File: config.mk
export PLATFORM = sky130hd
export DESIGN_NAME = nibalu
export DESIGN_NICKNAME = d
export VERILOG_FILES = /design/src/rtl/nibalu_pkg.sv /design/src/rtl/nibalu_opsel.sv /design/src/rtl/nibalu_adder.sv /design/src/rtl/nibalu_logic.sv /design/src/rtl/nibalu.sv
export SDC_FILE = /design/constraint.sdc
export NUM_CORES = 1
export LEC_CHECK = 0
export ABC_AREA = 1
export BUFFER_PORTS_ARGS = -buffer_cell sky130_fd_sc_hd__buf_4
export CAP_MARGIN = 5
export CORE_MARGIN = 1.5
export CORE_UTILIZATION = 30
export DETAILED_ROUTE_END_ITERATION = 8
export GPL_TIMING_DRIVEN = 0
export PLACE_DENSITY_LB_ADDON = 0.1
export SLEW_MARGIN = 20
export SYNTH_ARGS = -nofsm -noshare
export SYNTH_HDL_FRONTEND = slang
export SYNTH_SLANG_ARGS = --single-unit
File: constraint.sdc
create_clock -name clk -period 9.5 [get_ports clk]
set_clock_uncertainty 0.1 [all_clocks]
set_input_delay 1.425 -clock clk [delete_from_list [all_inputs] [get_ports clk]]
set_output_delay 1.425 -clock clk [all_outputs]
set_load 0.005 [all_outputs]
File: src/rtl/nibalu_pkg.sv
package nibalu_pkg;

  localparam int OP_W  = 4;
  localparam int SEL_W = 2;

  typedef enum logic [OP_W-1:0] {
    OP_ADD  = 4'd0,
    OP_SUB  = 4'd1,
    OP_ADDC = 4'd2,
    OP_SUBC = 4'd3,
    OP_SHR  = 4'd4,
    OP_AND  = 4'd5,
    OP_OR   = 4'd6,
    OP_XOR  = 4'd7,
    OP_NOT  = 4'd8
  } alu_op_e;

  localparam logic [SEL_W-1:0] ASEL_PC  = 2'd0;
  localparam logic [SEL_W-1:0] ASEL_B   = 2'd1;

  localparam logic [SEL_W-1:0] BSEL_C    = 2'd0;
  localparam logic [SEL_W-1:0] BSEL_NC   = 2'd1;
  localparam logic [SEL_W-1:0] BSEL_ONE  = 2'd2;
  localparam logic [SEL_W-1:0] BSEL_IMM  = 2'd3;

endpackage

File: src/rtl/nibalu_opsel.sv
module nibalu_opsel
  import nibalu_pkg::*;
#(
  parameter int W = 4
) (
  input  logic [SEL_W-1:0] a_sel,
  input  logic [SEL_W-1:0] b_sel,
  input  logic [W-1:0]     pc_val,
  input  logic [W-1:0]     b_val,
  input  logic [W-1:0]     y_val,
  input  logic [W-1:0]     c_val,
  input  logic [W-1:0]     imm_val,
  output logic [W-1:0]     left_op,
  output logic [W-1:0]     right_op,
  output logic             right_is_nc
);

  localparam logic [W-1:0] ONE = W'(1);

  always_comb begin
    unique case (a_sel)
      ASEL_PC: left_op = pc_val;
      ASEL_B:  left_op = b_val;
      default: left_op = y_val;
    endcase
  end

  always_comb begin
    unique case (b_sel)
      BSEL_C:   right_op = c_val;
      BSEL_NC:  right_op = ~c_val;
      BSEL_ONE: right_op = ONE;
      default:  right_op = imm_val;
    endcase
  end

  assign right_is_nc = (b_sel == BSEL_NC);

endmodule

File: src/rtl/nibalu_adder.sv
module nibalu_adder #(
  parameter int W = 4
) (
  input  logic [W-1:0] x,
  input  logic [W-1:0] y,
  input  logic         cin,
  output logic [W-1:0] sum,
  output logic         cout
);

  logic [W:0] chain;

  assign chain[0] = cin;

  for (genvar i = 0; i < W; i++) begin : g_bit
    logic half;
    assign half       = x[i] ^ y[i];
    assign sum[i]     = half ^ chain[i];
    assign chain[i+1] = (x[i] & y[i]) | (half & chain[i]);
  end

  assign cout = chain[W];

endmodule

File: src/rtl/nibalu_logic.sv
module nibalu_logic
  import nibalu_pkg::*;
#(
  parameter int W = 4
) (
  input  logic [OP_W-1:0] op,
  input  logic [W-1:0]    left_op,
  input  logic [W-1:0]    right_op,
  input  logic            right_is_nc,
  output logic [W-1:0]    bits_out
);

  always_comb begin
    unique case (op)
      OP_AND:  bits_out = left_op & right_op;
      OP_OR:   bits_out = left_op | right_op;
      OP_XOR:  bits_out = right_is_nc ? right_op : (left_op ^ right_op);
      OP_NOT:  bits_out = ~left_op;
      default: bits_out = '0;
    endcase
  end

endmodule

File: src/rtl/nibalu.sv
module nibalu
  import nibalu_pkg::*;
#(
  parameter int W = 4
) (
  input  logic             clk,
  input  logic             rst,
  input  logic [SEL_W-1:0] src_a_sel,
  input  logic [SEL_W-1:0] src_b_sel,
  input  logic [OP_W-1:0]  op,
  input  logic             flag_we,
  input  logic [W-1:0]     pc_in,
  input  logic [W-1:0]     b_in,
  input  logic [W-1:0]     y_in,
  input  logic [W-1:0]     c_in,
  input  logic [W-1:0]     imm_in,
  output logic [W-1:0]     result,
  output logic             zero,
  output logic             carry_next,
  output logic             carry_q
);

  localparam int MSB = W - 1;

  logic [W-1:0] left_op;
  logic [W-1:0] right_op;
  logic         right_is_nc;
  logic [W-1:0] add_sum;
  logic         add_cout;
  logic         add_cin;
  logic [W-1:0] logic_bits;
  logic [W-1:0] shr_bits;

  nibalu_opsel #(.W(W)) u_opsel (
    .a_sel       (src_a_sel),
    .b_sel       (src_b_sel),
    .pc_val      (pc_in),
    .b_val       (b_in),
    .y_val       (y_in),
    .c_val       (c_in),
    .imm_val     (imm_in),
    .left_op     (left_op),
    .right_op    (right_op),
    .right_is_nc (right_is_nc)
  );

  always_comb begin
    unique case (op)
      OP_SUB:  add_cin = 1'b1;
      OP_ADDC: add_cin = carry_q;
      OP_SUBC: add_cin = ~carry_q;
      default: add_cin = 1'b0;
    endcase
  end

  nibalu_adder #(.W(W)) u_adder (
    .x    (left_op),
    .y    (right_op),
    .cin  (add_cin),
    .sum  (add_sum),
    .cout (add_cout)
  );

  nibalu_logic #(.W(W)) u_logic (
    .op          (op),
    .left_op     (left_op),
    .right_op    (right_op),
    .right_is_nc (right_is_nc),
    .bits_out    (logic_bits)
  );

  assign shr_bits = {carry_q, left_op[MSB:1]};

  always_comb begin
    unique case (op)
      OP_ADD, OP_ADDC: begin
        result     = add_sum;
        carry_next = add_cout;
      end
      OP_SUB, OP_SUBC: begin
        result     = add_sum;
        carry_next = ~add_cout;
      end
      OP_SHR: begin
        result     = shr_bits;
        carry_next = left_op[0];
      end
      default: begin
        result     = logic_bits;
        carry_next = carry_q;
      end
    endcase
  end

  assign zero = ~|result;

  always_ff @(posedge clk) begin
    if (rst)          carry_q <= 1'b0;
    else if (flag_we) carry_q <= carry_next;
  end

endmodule

Word-level counts from Yosys, hierarchy flattened --
Cells that the tools add are included.
Cells by class: $add $sub $neg 0, multipliers 0, div/mod/pow operators 0, $lt $le $gt $ge 0, eq/ne operators 11, shift-type cells 0, mux-type cells 7, bitwise operators 27, reductions and logical operators 8
Operators with widths (count):
- == test 4 x 3 -> 1 bit, second input constant | 4
- one-hot mux 4 bit (2 select lines) | 2
- one-hot mux 4 bit (4 select lines) | 1
- one-hot mux 4 bit (3 select lines) | 1
- bitwise AND 1 bit | 8
- == test 4 x 2 -> 1 bit, second input constant | 2
- inverter 4 bit | 2
- OR reduction 4 bit | 2
- bitwise XOR 1 bit | 8
- one-hot mux 1 bit (3 select lines) | 2
- bitwise AND 4 bit | 1
- == test 2 x 1 -> 1 bit, second input constant | 2
- == test 4 x 1 -> 1 bit, second input constant | 1
- == test 4 bit, second input constant | 1
- zero test 2 bit | 2
- zero test 4 bit | 1
- two-way mux 4 bit | 1
- bitwise OR 1 bit | 4
- bitwise OR 4 bit | 1
- OR reduction 2 bit | 2
- bitwise XOR 4 bit | 1
- == test 2 bit, second input constant | 1
- inverter 1 bit | 2
- zero test 1 bit | 1
Storage, ports and cells: register bits 1, bits in latches 0, bits in writable memories 0, bits in read-only memories 0, input port bits 31, output and inout bits 7, memories kept 0

Depth between registers and ports, before layout --
Gate-level depths: netlist (run 1).
depth in word-level cells 13, mapped depth 15, gate-level depth less buffers 15

By module --
Synthesis (run 1) repeated with hierarchy kept, for this count alone.
Unflattened totals: cells, all modules 200, area, all modules 1002.2 um^2
Modules (own cells, without submodules):
- nibalu_logic | instances 1, cells an instance 81, area an instance 406.6 um^2
- nibalu | instances 1, cells an instance 58, area an instance 272.8 um^2
- nibalu_opsel | instances 1, cells an instance 47, area an instance 205.2 um^2
- nibalu_adder | instances 1, cells an instance 14, area an instance 117.6 um^2

Worst setup path before layout (run 1) --
Ideal clock, no wire load.
path type input-to-output, start point input op[0], end point output zero, arrival time 3.708 ns, required time 7.975 ns, path slack 4.267 ns, stages on the path 14, cell sequence buf_2 -> inv_1 -> nor3_1 -> nor3_1 -> fa_1 -> inv_1 -> fa_1 -> fa_1 -> fa_1 -> or2_1 -> nand3_1 -> nor2_2 -> nand2_1 -> nor2_1
Between the ends: longest elaborated chain between the ends 12
RTL lines:
- start: declaration | line nibalu.sv:10 | input logic [OP_W-1:0] op,
- == test 4 x 2 -> 1 bit or == test 4 x 1 -> 1 bit (tied branches) | line nibalu.sv:48, nibalu.sv:75
- one-hot mux 1 bit (3 select lines) | line nibalu.sv:48 | unique case (op)
- bitwise AND 1 bit | line nibalu_adder.sv:19 | assign chain[i+1] = (x[i] & y[i]) | (half & chain[i]);
- bitwise OR 1 bit | line nibalu_adder.sv:19
- bitwise AND 1 bit | line nibalu_adder.sv:19
- bitwise OR 1 bit | line nibalu_adder.sv:19
- bitwise AND 1 bit | line nibalu_adder.sv:19
- bitwise OR 1 bit | line nibalu_adder.sv:19
- bitwise XOR 1 bit | line nibalu_adder.sv:18 | assign sum[i] = half ^ chain[i];
- one-hot mux 4 bit (2 select lines) (*) | line nibalu.sv:75 | unique case (op)
- OR reduction 4 bit (*) | line nibalu.sv:95 | assign zero = ~|result;
- zero test 1 bit (*) | line nibalu.sv:95
- end: declaration | line nibalu.sv:18 | output logic zero,
Mark *: on every way between the ends. The rest lies on a longest branch, timed or not.

Worst setup path in the final report (run 1) --
start point input op[2], end point output zero
The elaborated chain is that of the path after synthesis.

==> results.ini, run 1 <==
[drt]
wire_per_inst_um = 9.93
wl_um = 2220
via_per_inst = 4.66
drt_pass1_iterations = 4
vias = 1043
ant_nets = 0
drtIter0Drc = 29
drc = 0

[sta]
finalSetupTns_ps = 0
setup-violations-final = 0
final_max_slew_viol_count = 0
grt_setup_unrepaired = false
fmax_mhz = 179
finalHoldViolations = 0
post-route-period-util_pct = 58.8
worst_slew_pin_slew_ps = 367
slew_headroom_pct = 75.4
fin_crit_ps = 5580

[floorplan]
die_area_um2 = 3400
rows = 19
core_um2 = 2830
io_pins = 38
die_h_um = 58.3
start_util_pct = 32.5
die_x_um = 58.3

[layout]
layout.cells.non_filler = 224
mostFrequentLayoutCell = inv_1
mostFrequentLayoutCells = 39 x inv_1, 35 x buf_4, 31 x nand2_1, 17 x nand3_1, 11 x nor2_1
top_register = carry_q
n_antenna_cell = 0
syn_to_final_growth_pct = 32.8
utilization_pct = 43.1
finalNetCount = 238
largest_register_ffs = 1
largest_registers = carry_q (1)
layout-drive-gt1-share_pct = 28.0

[logic_synthesis]
yosys_register_bits = 1
yosys_warnings = 0
ys_types = 26
synth_area_leader_cell = inv_1
ys_seq_area_share_pct = 2.18
syn_nets = 201
avgSynthCellArea_um2 = 5.81
synth_area_um2 = 918
synth.top_cell.area_share_pct = 15.9
synthCells = 158
yosys-top-cells-area = inv_1 16%, nand2_1 13%, ha_1 11%

[worst_setup_path]
crit_fanout = 7
path_cells = buf_4, inv_2, nand2_4, nor3_1, fa_1, inv_1, fa_1, fa_1, fa_1, or2_1, nand3_1, nor2_2, nand2_1, nor2_1, buf_4
cp_data_arrival_time_ps = 4060
crit_required_ps = 7980
critPathMaxStageDelay_ps = 480
worstSetupPathType = in2out
slowest_stage = fa_1
crit_path_frequent_cell = fa_1
endpoint_kind = primary output
crit_path_start_kind = input port
crit_family = adder cells
crit_buf_inv = 4

[place]
dp_hpwl_um = 1980
dp_cells = 224
portBuffers = 35
gp_congestion = 0.796

[power_and_ir_drop]
leakage_nw = 0.770
ir_worst_vdd_v = 0.0000226
p_per_area_nw_per_um2 = 53.4

[global_route]
grt-ovfl-total = 0
antenna_found_initial = 0
grtUsageTotal_pct = 13.3
grt_pass1_vias = 917
grt_pass1_wl_um = 3720
grt_max_degree = 10

[clock_network]
clk_latency_ps = 0
post_cts_buffers = 0
clkTransAtPathRegs_ps = 0
ctsHoldBuffers = 0
cts_resized = 0

[min_path]
hp-class = reg2reg

[run]
cap_violations = 0

[status]
outcome = finished clean

## worst register-to-register path: cells and delay by family, from the launching register on
kind	cells	cell delay, ps
fa+ha+maj	4	1400
simple gates	1	230
buf+inv	3	190
compound gates	5	460
flops	1	360
## worst paths after layout
path | from | endpoint | slack, ps | cells past startpoint
min | carry_q$_SDFFE_PP0P_ | carry_q$_SDFFE_PP0P_ | 540 | 4
max reg2reg | carry_q$_SDFFE_PP0P_ | carry_q$_SDFFE_PP0P_ | 6660 | 13
min reg2reg | carry_q$_SDFFE_PP0P_ | carry_q$_SDFFE_PP0P_ | 540 | 4
max | op[2] | zero | 3920 | 15
## per-layer routing
metal	global-route usage, %	up-vias	wire length (um)
li1	-	559	-
met3	0.879	0	85
met1	17.5	464	1070
met5	0	-	0
met4	0.332	0	0
met2	25.0	20	1070
## where the power goes
group | leakage, nW | switching, mW | internal (mW)
Clock | 0 | 0 | 0
Sequential | 0.00828 | 0.000373 | 0.00463
Combinational | 0.762 | 0.0311 | 0.0290
Total | 0.770 | 0.0315 | 0.0336
## cell families after synthesis
family | Yosys count | share of synthesized area (%)
buffers and inverters | 46 | 19.1
AND/OR/NAND/NOR | 81 | 46.7
flip-flops | 1 | 2.18
AO/OA/AOI/OAI | 18 | 12.4
adder cells (fa/ha/maj) | 12 | 19.6
## cells in the mapped netlist (all sizes together)
cell type	n
a21oi	7
o21ai	6
inv	44
buf	2
nor2	16
o21bai	2
or2	2
ha	8
a211oi	2
o211ai	1
nand2	33
dfxtp	1
nor3	2
nand3b	6
fa	4
nand4	1
nand3	21
## through the flow
step / instance area, um2 / hold WS, ps / worst slack (ps) / power (mW)
final: 1220 / 537 / 3920 / 0.0651
after global routing: 1220 / 623 / 3710 / 0.0742
after CTS: 1220 / 539 / 3890 / 0.0659
after detailed placement: 1220 / 544 / 3890 / 0.0656
after global placement: 1220 / 532 / 3890 / 0.0647
after floorplan: 918 / 494 / 4270 / 0.0412
## final cells by class
cell class / count / area [um2]
well taps: 31 / 38.8
fillers: 314 / 1610
multi-input cells: 111 / 723
plain buffers: 2 / 10.0
inverters: 44 / 165
flip-flops and latches: 1 / 20.0
repair buffers: 35 / 263
Note: power is estimated with default switching activity, not from simulation.
==> inputs of run 2 (changes only) <==
--- a/config.mk
+++ b/config.mk
@@ -5,7 +5,7 @@
 export SDC_FILE = /design/constraint.sdc
 export NUM_CORES = 1
 export LEC_CHECK = 0
-export ABC_AREA = 1
+export ABC_AREA = 0
 export BUFFER_PORTS_ARGS = -buffer_cell sky130_fd_sc_hd__buf_4
 export CAP_MARGIN = 5
 export CORE_MARGIN = 1.5
==> constraint.sdc (replaced) <==
create_clock -name clk -period 4.6 [get_ports clk]
set_clock_uncertainty 0.1 [all_clocks]
set_input_delay 0.69 -clock clk [delete_from_list [all_inputs] [get_ports clk]]
set_output_delay 0.69 -clock clk [all_outputs]
set_load 0.005 [all_outputs]
==> results.ini, run 2 <==
[status]
outcome = finished clean  ; unchanged

[global_route]
grt_pass1_vias = 772  ; was 917
grt_max_degree = 11  ; was 10
grtUsageTotal_pct = 14.0  ; was 13.3%
use_met2_pct = 25.4  ; was 25.0%
grt-ovfl-total = 0  ; unchanged
grt_pass1_wl_um = 3170  ; was 3720 um
grtUsageMet1_pct = 18.0  ; was 17.5%
antenna_found_initial = 0  ; unchanged
grt_util_met3_pct = 0.820  ; was 0.879%
busiest_layer = met2  ; unchanged

[logic_synthesis]
synth_area_um2 = 806  ; was 918 um2
synth-edff-count = 0  ; unchanged
synthFlopType = dfxtp_1  ; unchanged
synth_area_leader_cell = ha_1  ; was inv_1
avgSynthCellArea_um2 = 7.26  ; was 5.81 um2
yosys_register_bits = 1  ; unchanged
synth.top_cell.area_share_pct = 12.4  ; was 15.9%
syn_nets = 154  ; was 201
ys_seq_area_share_pct = 2.48  ; was 2.18%
async_flop_share_pct = 0  ; unchanged
yosys-top-cells-area = ha_1 12%, fa_1 9.9%, mux2i_1 7.5%  ; was inv_1 16%, nand2_1 13%, ha_1 11%
synthCells = 111  ; was 158
ys_types = 35  ; was 26
synthTopCellsByCount = 11 x inv_1, 11 x nor2_1, 10 x nand2_1, 8 x ha_1, 6 x mux2i_1  ; was 39 x inv_1, 31 x nand2_1, 17 x nand3_1, 11 x nor2_1, 8 x ha_1
yosys_warnings = 0  ; unchanged

[layout]
layout-drive-gt1-share_pct = 31.9  ; was 28.0%
largest_registers = carry_q (1)  ; unchanged
mostFrequentLayoutCell = buf_4  ; was inv_1
largest_register_ffs = 1  ; unchanged
utilization_pct = 44.1  ; was 43.1%
syn_to_final_growth_pct = 36.8  ; was 32.8%
layout.cells.non_filler = 174  ; was 224
finalNetCount = 189  ; was 238
mostFrequentLayoutCells = 36 x buf_4, 11 x nor2_1, 11 x inv_1, 10 x nand2_1, 8 x ha_1  ; was 39 x inv_1, 35 x buf_4, 31 x nand2_1, 17 x nand3_1, 11 x nor2_1
top_register = carry_q  ; unchanged
n_antenna_cell = 0  ; unchanged

[drt]
ant_nets = 0  ; unchanged
drtIter0Drc = 19  ; was 29
drt_pass1_iterations = 4  ; unchanged
wire_per_inst_um = 12.2  ; was 9.93 um
drc = 0  ; unchanged
via_per_inst = 5.07  ; was 4.66
wl_um = 2120  ; was 2220 um
vias = 883  ; was 1,043

[power_and_ir_drop]
seqPwrFrac_pct = 7.5  ; was 7.7%
p_sw_share_pct = 45.2  ; was 48.4%
pwr-share-comb_pct = 92.5  ; was 92.3%
leakage_nw = 0.528  ; was 0.770 nW
p_clk_share_pct = 0  ; about the same
p_per_area_nw_per_um2 = 123  ; was 53.4 nW/um2
power_uw = 135  ; was 65.1 uW
ir_worst_vdd_v = 0.0000615  ; was 0.0000226 V
intPower_uw = 74.1  ; was 33.6 uW
p_sw_uw = 61.0  ; was 31.5 uW

[sta]
grt_setup_unrepaired = false  ; unchanged
worst_slew_pin_slew_ps = 475  ; was 367 ps
fin_crit_ps = 4340
finalHoldViolations = 0  ; unchanged
final_max_slew_viol_count = 0  ; unchanged
finalSetupTns_ps = 0  ; unchanged
fmax_mhz = 230
fin_ws_ps = 261  ; was 3920 ps
setup-violations-final = 0  ; unchanged
post-route-period-util_pct = 94.3
slew_headroom_pct = 68.1  ; was 75.4%

[floorplan]
die_x_um = 54.8  ; was 58.3 um
io_pins = 38  ; unchanged
die_h_um = 54.8  ; was 58.3 um
rows = 18  ; was 19
die_area_um2 = 3010  ; was 3400 um2
core_um2 = 2500  ; was 2830 um2
start_util_pct = 32.2  ; was 32.5%

[clock_network]
ctsHoldBuffers = 0  ; unchanged
clk_latency_ps = 0  ; about the same
clkTransAtPathRegs_ps = 0  ; about the same
post_cts_buffers = 0  ; unchanged

[place]
gp_congestion = 0.826  ; was 0.796
dp_cells = 175  ; was 224
pre_cts_ws_ps = -53.1  ; was 3890 ps
portBuffers = 34  ; was 35
dp_hpwl_um = 1830  ; was 1980 um

[worst_setup_path]
crit_fanout = 5  ; was 7
worstSetupPathType = in2out  ; unchanged
crit_required_ps = 3810  ; was 7980 ps
endpoint_kind = primary output  ; unchanged
crit_path_start_kind = input port  ; unchanged
cp_data_arrival_time_ps = 3550  ; was 4060 ps

[min_path]
hp-class = reg2reg  ; unchanged

[run]
cap_violations = 0  ; unchanged

run 2: cell types whose count changed after synthesis, sizes merged, moves of 6 or more:
cell	delta
inv	-33
nand2	-23
nand3	-17
mux2i	+6
nand2b	+6
nand3b	-6
run 2: final cells by class:
| cell class | instances | area, um2 |
|---|---|---|
| Fill cell | 260 | 1400 |
| Buffer | 7 | 58.8 |
| Inverter | 11 | 41.3 |
| Tap cell | 30 | 37.5 |
| Timing Repair Buffer | 34 | 255 |
| Multi-Input combinational cell | 91 | 689 |
| Sequential cell | 1 | 20.0 |
run 2: power by group through the flow:
stage | clock network [mW] | registers (mW) | logic (mW)
finish | 0 | 0.0102 | 0.125
detailed placement | 0 | 0.0101 | 0.124
global placement | 0 | 0.0102 | 0.122
CTS | 0 | 0.0102 | 0.125
global route | 0 | 0.0102 | 0.140
floorplan | 0 | 0.00999 | 0.0746
run 2: path summary, 6_finish.rpt:
check / from / end / slack (ps) / cells past startpoint
worst max register to register: carry_q$_SDFFE_PP0P_ / carry_q$_SDFFE_PP0P_ / 1420 / 12
worst max-delay path: src_a_sel[0] / carry_next / 260 / 11
worst min-delay path: carry_q$_SDFFE_PP0P_ / carry_q$_SDFFE_PP0P_ / 440 / 2
worst min register to register: carry_q$_SDFFE_PP0P_ / carry_q$_SDFFE_PP0P_ / 440 / 2
run 2: per-stage QoR:
step | area [um2] | hold WS [ps]
3_3_place_gp | 1100 | 438
2_1_floorplan | 806 | 406
4_1_cts | 1100 | 439
3_5_place_dp | 1100 | 437
6_report | 1100 | 438
5_1_grt | 1100 | 473
run 2: cell families after synthesis:
family          after synthesis  synth area share [%]
simple gates                 39                  23.8
compound gates               28                  24.2
buf+inv                      19                  12.9
fa+ha+maj                    12                  22.4
mux                           7                  8.85
xor+xnor                      5                  5.44
flops                         1                  2.48
run 2: repair_timing:
action	in CTS	in global routing
hold endpoints to repair	0	0
resized for setup	1	1
setup endpoints to repair	2	3
run 2: worst max-delay path: stages:
cell	delay, ps
buf_4	140
mux2i_1	110
o21ai_1	390
fa_1	270
inv_1	50
fa_1	370
fa_1	390
fa_1	410
a22o_1	200
a221o_1	360
buf_4	140
run 2: layer usage:
layer | vias up | wire length, um
li1 | 458 | -
met1 | 384 | 903
met2 | 37 | 1020
met3 | 4 | 157
met4 | 0 | 31
met5 | - | 0
